### src/rtl/card_clk_pkg.sv
package card_clk_pkg;

  localparam int PH_W = 2;

  typedef enum logic [1:0] {
    RATE_OFF     = 2'd0,
    RATE_HALF    = 2'd1,
    RATE_QUARTER = 2'd2
  } rate_e;

  // Decode the synchronized commands; the fast select wins over the slow one.
  function automatic rate_e pick_rate(logic en, logic fast_n, logic slow_n);
    if (!en)          return RATE_OFF;
    else if (!fast_n) return RATE_HALF;
    else if (!slow_n) return RATE_QUARTER;
    else              return RATE_OFF;
  endfunction

  // Card clock level for a given rate at a given phase count.
  function automatic logic rate_level(rate_e r, logic [PH_W-1:0] ph);
    case (r)
      RATE_HALF:    return ph[0];
      RATE_QUARTER: return ph[1];
      default:      return 1'b0;
    endcase
  endfunction

  // True when the phase count sits on the first low cycle of the rate.
  function automatic logic low_start(rate_e r, logic [PH_W-1:0] ph);
    case (r)
      RATE_HALF:    return !ph[0];
      RATE_QUARTER: return ph == '0;
      default:      return 1'b1;
    endcase
  endfunction

endpackage

### src/rtl/ccd_sync.sv
module ccd_sync #(
  parameter int           STAGES  = 2,
  parameter int           W       = 1,
  parameter logic [W-1:0] RST_VAL = '0
) (
  input  logic         clk,
  input  logic         rst_n,
  input  logic [W-1:0] d,
  output logic [W-1:0] q
);

  localparam int N = (STAGES < 1) ? 1 : STAGES;

  logic [N-1:0][W-1:0] chain;

  always_ff @(posedge clk or negedge rst_n) begin
    if (!rst_n) begin
      for (int i = 0; i < N; i++) chain[i] <= RST_VAL;
    end else begin
      chain[0] <= d;
      for (int i = 1; i < N; i++) chain[i] <= chain[i-1];
    end
  end

  assign q = chain[N-1];

  // the first stage captures the raw command one edge later
  a_r7_first_stage: assert property (@(posedge clk) disable iff (!rst_n)
    chain[0] == $past(d) || $past(!rst_n));

endmodule

### src/rtl/ccd_phase.sv
module ccd_phase
  import card_clk_pkg::*;
(
  input  logic            clk,
  input  logic            rst_n,
  output logic [PH_W-1:0] ph,
  output logic [PH_W-1:0] ph_nxt,
  output logic            host_clk
);

  logic run_q;

  assign ph_nxt = ph + 1'b1;

  always_ff @(posedge clk or negedge rst_n) begin
    if (!rst_n) begin
      ph    <= '0;
      run_q <= 1'b0;
    end else begin
      ph    <= ph_nxt;
      run_q <= 1'b1;
    end
  end

  assign host_clk = ph[0];

  // host clock inverts on every reference edge once running
  a_r1_host_toggles: assert property (@(posedge clk) disable iff (!rst_n)
    run_q |-> host_clk != $past(host_clk));

endmodule

### src/rtl/ccd_gate.sv
module ccd_gate
  import card_clk_pkg::*;
(
  input  logic            clk,
  input  logic            rst_n,
  input  rate_e           req,
  input  logic [PH_W-1:0] ph,
  input  logic [PH_W-1:0] ph_nxt,
  output logic            card_clk,
  output rate_e           mode,
  output logic            commit
);

  rate_e mode_q;
  rate_e eff;
  logic  card_q;
  logic  card_d;

  // A new rate is adopted only while the output is low and the phase count
  // is on the new rate's first low cycle.
  assign commit = !card_q && (req != mode_q) && low_start(req, ph);
  assign eff    = commit ? req : mode_q;
  assign card_d = rate_level(eff, ph_nxt);

  always_ff @(posedge clk or negedge rst_n) begin
    if (!rst_n) begin
      mode_q <= RATE_OFF;
      card_q <= 1'b0;
    end else begin
      mode_q <= eff;
      card_q <= card_d;
    end
  end

  assign card_clk = card_q;
  assign mode     = mode_q;

  // rate or enable changes happen only while the card clock is low
  a_r6_commit_low: assert property (@(posedge clk) disable iff (!rst_n)
    commit |-> !card_q);

  // at half rate the card clock runs in phase with the host clock
  a_r2_half_tracks: assert property (@(posedge clk) disable iff (!rst_n)
    (mode_q == RATE_HALF) |-> card_q == ph[0]);

  // a quarter-rate high pulse lasts a second cycle
  a_r3_quarter_width: assert property (@(posedge clk) disable iff (!rst_n)
    (mode_q == RATE_QUARTER && card_q && !$past(card_q)) |=> card_q);

  // the card clock stays low while gated off
  a_r5_off_low: assert property (@(posedge clk) disable iff (!rst_n)
    (mode_q == RATE_OFF) |-> !card_q);

endmodule

### src/rtl/card_clk_divider.sv
module card_clk_divider
  import card_clk_pkg::*;
#(
  parameter int SYNC_STAGES = 2
) (
  input  logic clk,
  input  logic rst_n,
  input  logic seq_en,
  input  logic fast_sel_n,
  input  logic slow_sel_n,
  output logic host_clk,
  output logic card_clk
);

  localparam int CMD_W = 3;

  logic [CMD_W-1:0] cmd_raw;
  logic [CMD_W-1:0] cmd_s;
  logic [PH_W-1:0]  ph;
  logic [PH_W-1:0]  ph_nxt;
  rate_e            req;
  rate_e            mode;
  logic             commit;

  assign cmd_raw = {seq_en, fast_sel_n, slow_sel_n};

  ccd_sync #(
    .STAGES  (SYNC_STAGES),
    .W       (CMD_W),
    .RST_VAL (3'b011)
  ) u_sync (
    .clk   (clk),
    .rst_n (rst_n),
    .d     (cmd_raw),
    .q     (cmd_s)
  );

  assign req = pick_rate(cmd_s[2], cmd_s[1], cmd_s[0]);

  ccd_phase u_phase (
    .clk      (clk),
    .rst_n    (rst_n),
    .ph       (ph),
    .ph_nxt   (ph_nxt),
    .host_clk (host_clk)
  );

  ccd_gate u_gate (
    .clk      (clk),
    .rst_n    (rst_n),
    .req      (req),
    .ph       (ph),
    .ph_nxt   (ph_nxt),
    .card_clk (card_clk),
    .mode     (mode),
    .commit   (commit)
  );

  // a change of the active rate is always announced by a commit
  a_r6_mode_via_commit: assert property (@(posedge clk) disable iff (!rst_n)
    (mode != $past(mode)) |-> $past(commit) || $past(!rst_n));

endmodule

### config.mk
export PLATFORM = sky130hd
export DESIGN_NAME = card_clk_divider
export DESIGN_NICKNAME = d
export VERILOG_FILES = /design/src/rtl/card_clk_pkg.sv /design/src/rtl/ccd_sync.sv /design/src/rtl/ccd_phase.sv /design/src/rtl/ccd_gate.sv /design/src/rtl/card_clk_divider.sv
export SDC_FILE = /design/constraint.sdc
export NUM_CORES = 1
export LEC_CHECK = 0
export BUFFER_PORTS_ARGS = -buffer_cell sky130_fd_sc_hd__buf_4
export CAP_MARGIN = 40
export CORE_MARGIN = 3
export CORE_UTILIZATION = 25
export CTS_CLUSTER_SIZE = 24
export DETAILED_ROUTE_END_ITERATION = 7
export GPL_ROUTABILITY_DRIVEN = 0
export HOLD_SLACK_MARGIN = 0.03
export SETUP_SLACK_MARGIN = 0.3
export SLEW_MARGIN = 30
export SYNTH_ARGS = -nofsm -noshare
export SYNTH_HDL_FRONTEND = slang
export SYNTH_SLANG_ARGS = --single-unit
### constraint.sdc
create_clock -name clk -period 3.55 [get_ports clk]
set_input_delay 0.1775 -clock clk [delete_from_list [all_inputs] [get_ports clk]]
set_output_delay 0.1775 -clock clk [all_outputs]
set_load 0.02 [all_outputs]
After elaboration in Yosys (flattened, before gate mapping). Cells that the tools add are included.

Add/subtract/negate cells: 1. Equal/unequal tests: 5. Multiplexer cells: 6. Reduce and logical (&&, ||, !) cells: 5.

Operators with widths (count): $mux 2 (4); $eq 2x1->1 const B (2); $eq 2x2->1 const B (2); $pmux 1 s2 (2); $add 2x1->2 const B (1); $logic_and 1x1->1 (2); $logic_not 1->1 (2); $logic_not 2->1 (1); $ne 2x2->1 (1).

Register bits: 11. Input bits: 5. Logic and storage cells: 22.

Longest topological paths before layout.
Depth after elaboration: 9. Mapped depth: 8.

Cells and area by module. A second synthesis with hierarchy kept.

Cell total of the unflattened synthesis: 38. Area total of the unflattened synthesis: 533.0 µm².

By module, submodules not included: ccd_gate (instances 1, cells an instance 22, area an instance 266.5 µm², sequential area each 75.1 µm²); ccd_sync (instances 1, cells an instance 9, area an instance 177.7 µm², sequential area each 155.1 µm²); ccd_phase (instances 1, cells an instance 5, area an instance 70.1 µm², sequential area each 50.0 µm²); card_clk_divider (instances 1, cells an instance 2, area an instance 18.8 µm², sequential area each 0.0 µm²).

Least setup slack after synthesis. OpenSTA, ideal clock, no wires.

Path kind: reg-to-reg. Start point: register u_phase.ph[0]. End point: register u_gate.card_q (netlist: u_gate.card_clk). Library setup time: 121 ps. Arrival: 1507 ps. Data required time: 3429 ps. Path slack: 1922 ps. Stages on the path, launching flop included: 9. Clock period less this slack: 1628 ps. Cell sequence: dfrtp_1 -> inv_1 -> ha_1 -> nor3b_1 -> o21ai_1 -> o21a_1 -> ha_1 -> a22oi_1 -> nor2_1.

Elaborated cells on any way between the ends: 9.

RTL lines: start: declaration (line ccd_phase.sv:6) `output logic [PH_W-1:0] ph,`; start signal: assignment (line ccd_phase.sv:20) `ph <= ph_nxt;`; $add 2x1->2 (line ccd_phase.sv:13) `assign ph_nxt = ph + 1'b1;`; via ph_nxt[0] (line card_clk_divider.sv:20) `logic [PH_W-1:0] ph_nxt;`; $pmux 1 s2 (line card_clk_pkg.sv:21) `case (r)`; via u_gate.card_d (line ccd_gate.sv:17) `logic card_d;`; end signal: assignment (line ccd_gate.sv:31) `card_q <= card_d;`; end: declaration (line ccd_gate.sv:16) `logic card_q;`.

The timed path passes the listed nets, and every way through them passes these cells.

Worst setup path after layout. Same ends and word-level chain as after synthesis.

==> qor.yml <==
wire_per_inst_um: 11.9
fin_total_pwr_mw: 0.234
cts_resized: 0
swShare_pct: 21.0
worst_ep_arrival_time_ns: 1.82
worst_slack_ns: 1.88
io_pins: 7
ant_nets: 0
antenna_cells: 0
clk_path_buf_depth: 2
skew_ns: 0.00302
initial_core_util_pct: 27.2
start_kind: "register"
min_path_type: "in2async"
ctsHoldBuffers: 4
grt_overflow: 0
antenna_found_initial: 0
cp_data_required_time_ns: 3.70
reg2reg_depth: 8
synth_ff_type: "dfrtp_1"
clkTransAtPathRegs_ns: 0.07
root_buffer: "clkbuf_4"
cts_tree: "built"
cts_setup_buffers: 0
vias: 251
period_minus_slack_ns: 1.67
intPower_mw: 0.185
drc: 0
final_nets: 54
fin_crit_sh_pct: 46.9
p_leak_nw: 0.244
dr.pass1.iters: 1
preCtsSetupSlack_ns: 1.91
fmax_mhz: 600
criticalPathCategory: "reg2reg"
timing.slew.headroom_pct: 84.5
stdcell_count: 61
avgSynthCellArea_um2: 13.5
dpl.hpwl_um: 502
synthArstFlopShare_pct: 100
netlist_top_cells_area: "dfrtp_1, dfstp_2, ha_1"
synth_cells: 31
core-area_mm2: 0.00154
place_area_um2: 484
cts_buffers: 3
die-area_mm2: 0.00220
cp_max_fo: 4
reg2reg_from: "u_phase.ph[0]"
yosysWarnings: 0
setup_viol: 0
num_rows: 14
drtIter0Drc: 0
grt_max_degree: 12
ir_worst_vdd_v: 0.000209
maxCapViolCount: 0
design_area_um2: 551
power_switching_mw: 0.0490
fin_setup_tns_ns: 0
tightest_slew_ns: 0.231
clkSinkCount: 11
postRouteWirelength_um: 726
synth_edf_count: 0
finalHoldViolations: 0
rrSetupSlack_ns: 1.88
fp.dieH_um: 46.9
synth_commonest_cells: "dfrtp_1, dfstp_2, a21oi_1, ha_1, inv_1"
seqPwrFrac_pct: 57.7
io_buffers: 6
p_comb_share_pct: 7.0
status: "completed"
clk_latency_ns: 0.26
drv_slew: 0
p_clk_share_pct: 35.3
synth_cell_types: 16
ys_ff_latch: 11
synth_nets: 39
synth_top_area_share_pct: 41.8
worstReg2RegEnd: "u_gate.card_clk"
drive_gt1_share_pct: 31.1
ys_seq_area_share_pct: 66.9
dp_cells: 53
n_fill_cell: 165
grt_util_all_layers_pct: 8.50
cts_max_level: 1
yosysMostFrequentCell: "dfrtp_1"
grt_pass1_vias: 286
powerDensity_mw_per_mm2: 424
avgViaCountPerCell: 4.11
fp.dieW_um: 46.9
end_kind: "register"
grt_pass1_wl_um: 1240
rsz0062_at_grt: "false"
synth_area_leader_cell: "dfrtp_1"
area_delta_synth_final_pct: 31.3
netlist_area_um2: 419
-- layer usage --
| metal | GRT usage (%) | vias to the layer above | wire (um) |
|---|---|---|---|
| met2 | 12.5 | 3 | 364 |
| met4 | 6.63 | 0 | 0 |
| met1 | 9.79 | 114 | 345 |
| met3 | 3.45 | 0 | 16 |
| li1 | - | 134 | - |
| met5 | 0 | - | 0 |
-- area by class of cell --
type | instances | area, um2 | area share [%]
inverter | 3 | 11.3 | 2.05
clock buffer | 4 | 26.3 | 4.77
sequential | 11 | 280 | 50.9
timing repair buffer | 10 | 85.1 | 15.5
tap | 16 | 20.0 | 3.64
multi-input combinational | 17 | 128 | 23.2
-- state kept, by name, indices dropped and copies added, names as in the netlist --
| signal | flops |
|---|---|
| u_sync.chain | 3 |
| u_gate.card_clk | 1 |
| u_gate.mode | 2 |
| u_phase.ph | 2 |
| u_sync.q | 3 |
-- power by group through the flow --
stage	combinational (mW)	sequential [mW]	clock, mW
3_5_place_dp	0.0130	0.137	0
2_1_floorplan	0.00523	0.137	0
4_1_cts	0.0164	0.135	0.0864
5_1_grt	0.0187	0.135	0.0935
6_report	0.0164	0.135	0.0825
3_3_place_gp	0.0127	0.137	0
-- logic make-up after synthesis --
family / share of synthesized area (%)
DFF: 66.9
and+or+nand+nor: 8.06
AOI/OAI and AO/OA: 13.4
buffers and inverters: 2.69
adders and majority gates: 8.96
-- cell usage in the layout, fill, tap and decap left out, types with 3 or more instances in the layout --
cell type	n
dfstp_2	4
a21oi_1	3
dlygate4sd3_1	4
buf_4	6
inv_1	3
clkbuf_4	3
dfrtp_1	7
ha_1	3
-- metrics by stage --
stage,util (%),hold WS (ns)
final,35.7,0.274
after global routing,35.7,0.297
after CTS,35.7,0.267
after global placement,31.4,0.0140
after floorplan,-,-0.118
after detailed placement,31.4,0.0145
-- worst max-delay path, cell delays in order (launching register included) --
cell     delay, ns
dfrtp_1       0.39
inv_1         0.13
ha_1          0.21
nor3b_1       0.07
o21ai_1       0.15
o21ai_0       0.14
ha_1          0.22
a22oi_1       0.19
nor2_1        0.06
-- how the worst max path moves through the flow --
stage	startpoint	endpoint	slack [ns]	depth (start not counted)
3_5_place_dp	u_phase.ph[0]	u_gate.card_clk	1.91	8
4_1_cts	u_phase.ph[0]	u_gate.card_clk	1.88	8
3_3_place_gp	u_phase.ph[0]	u_gate.card_clk	1.96	8
2_1_floorplan	u_phase.ph[0]	u_gate.card_clk	1.92	8
6_report	u_phase.ph[0]	u_gate.card_clk	1.88	8
5_1_grt	u_phase.ph[0]	u_gate.card_clk	1.74	8
Power figures use the tool's default switching activity.
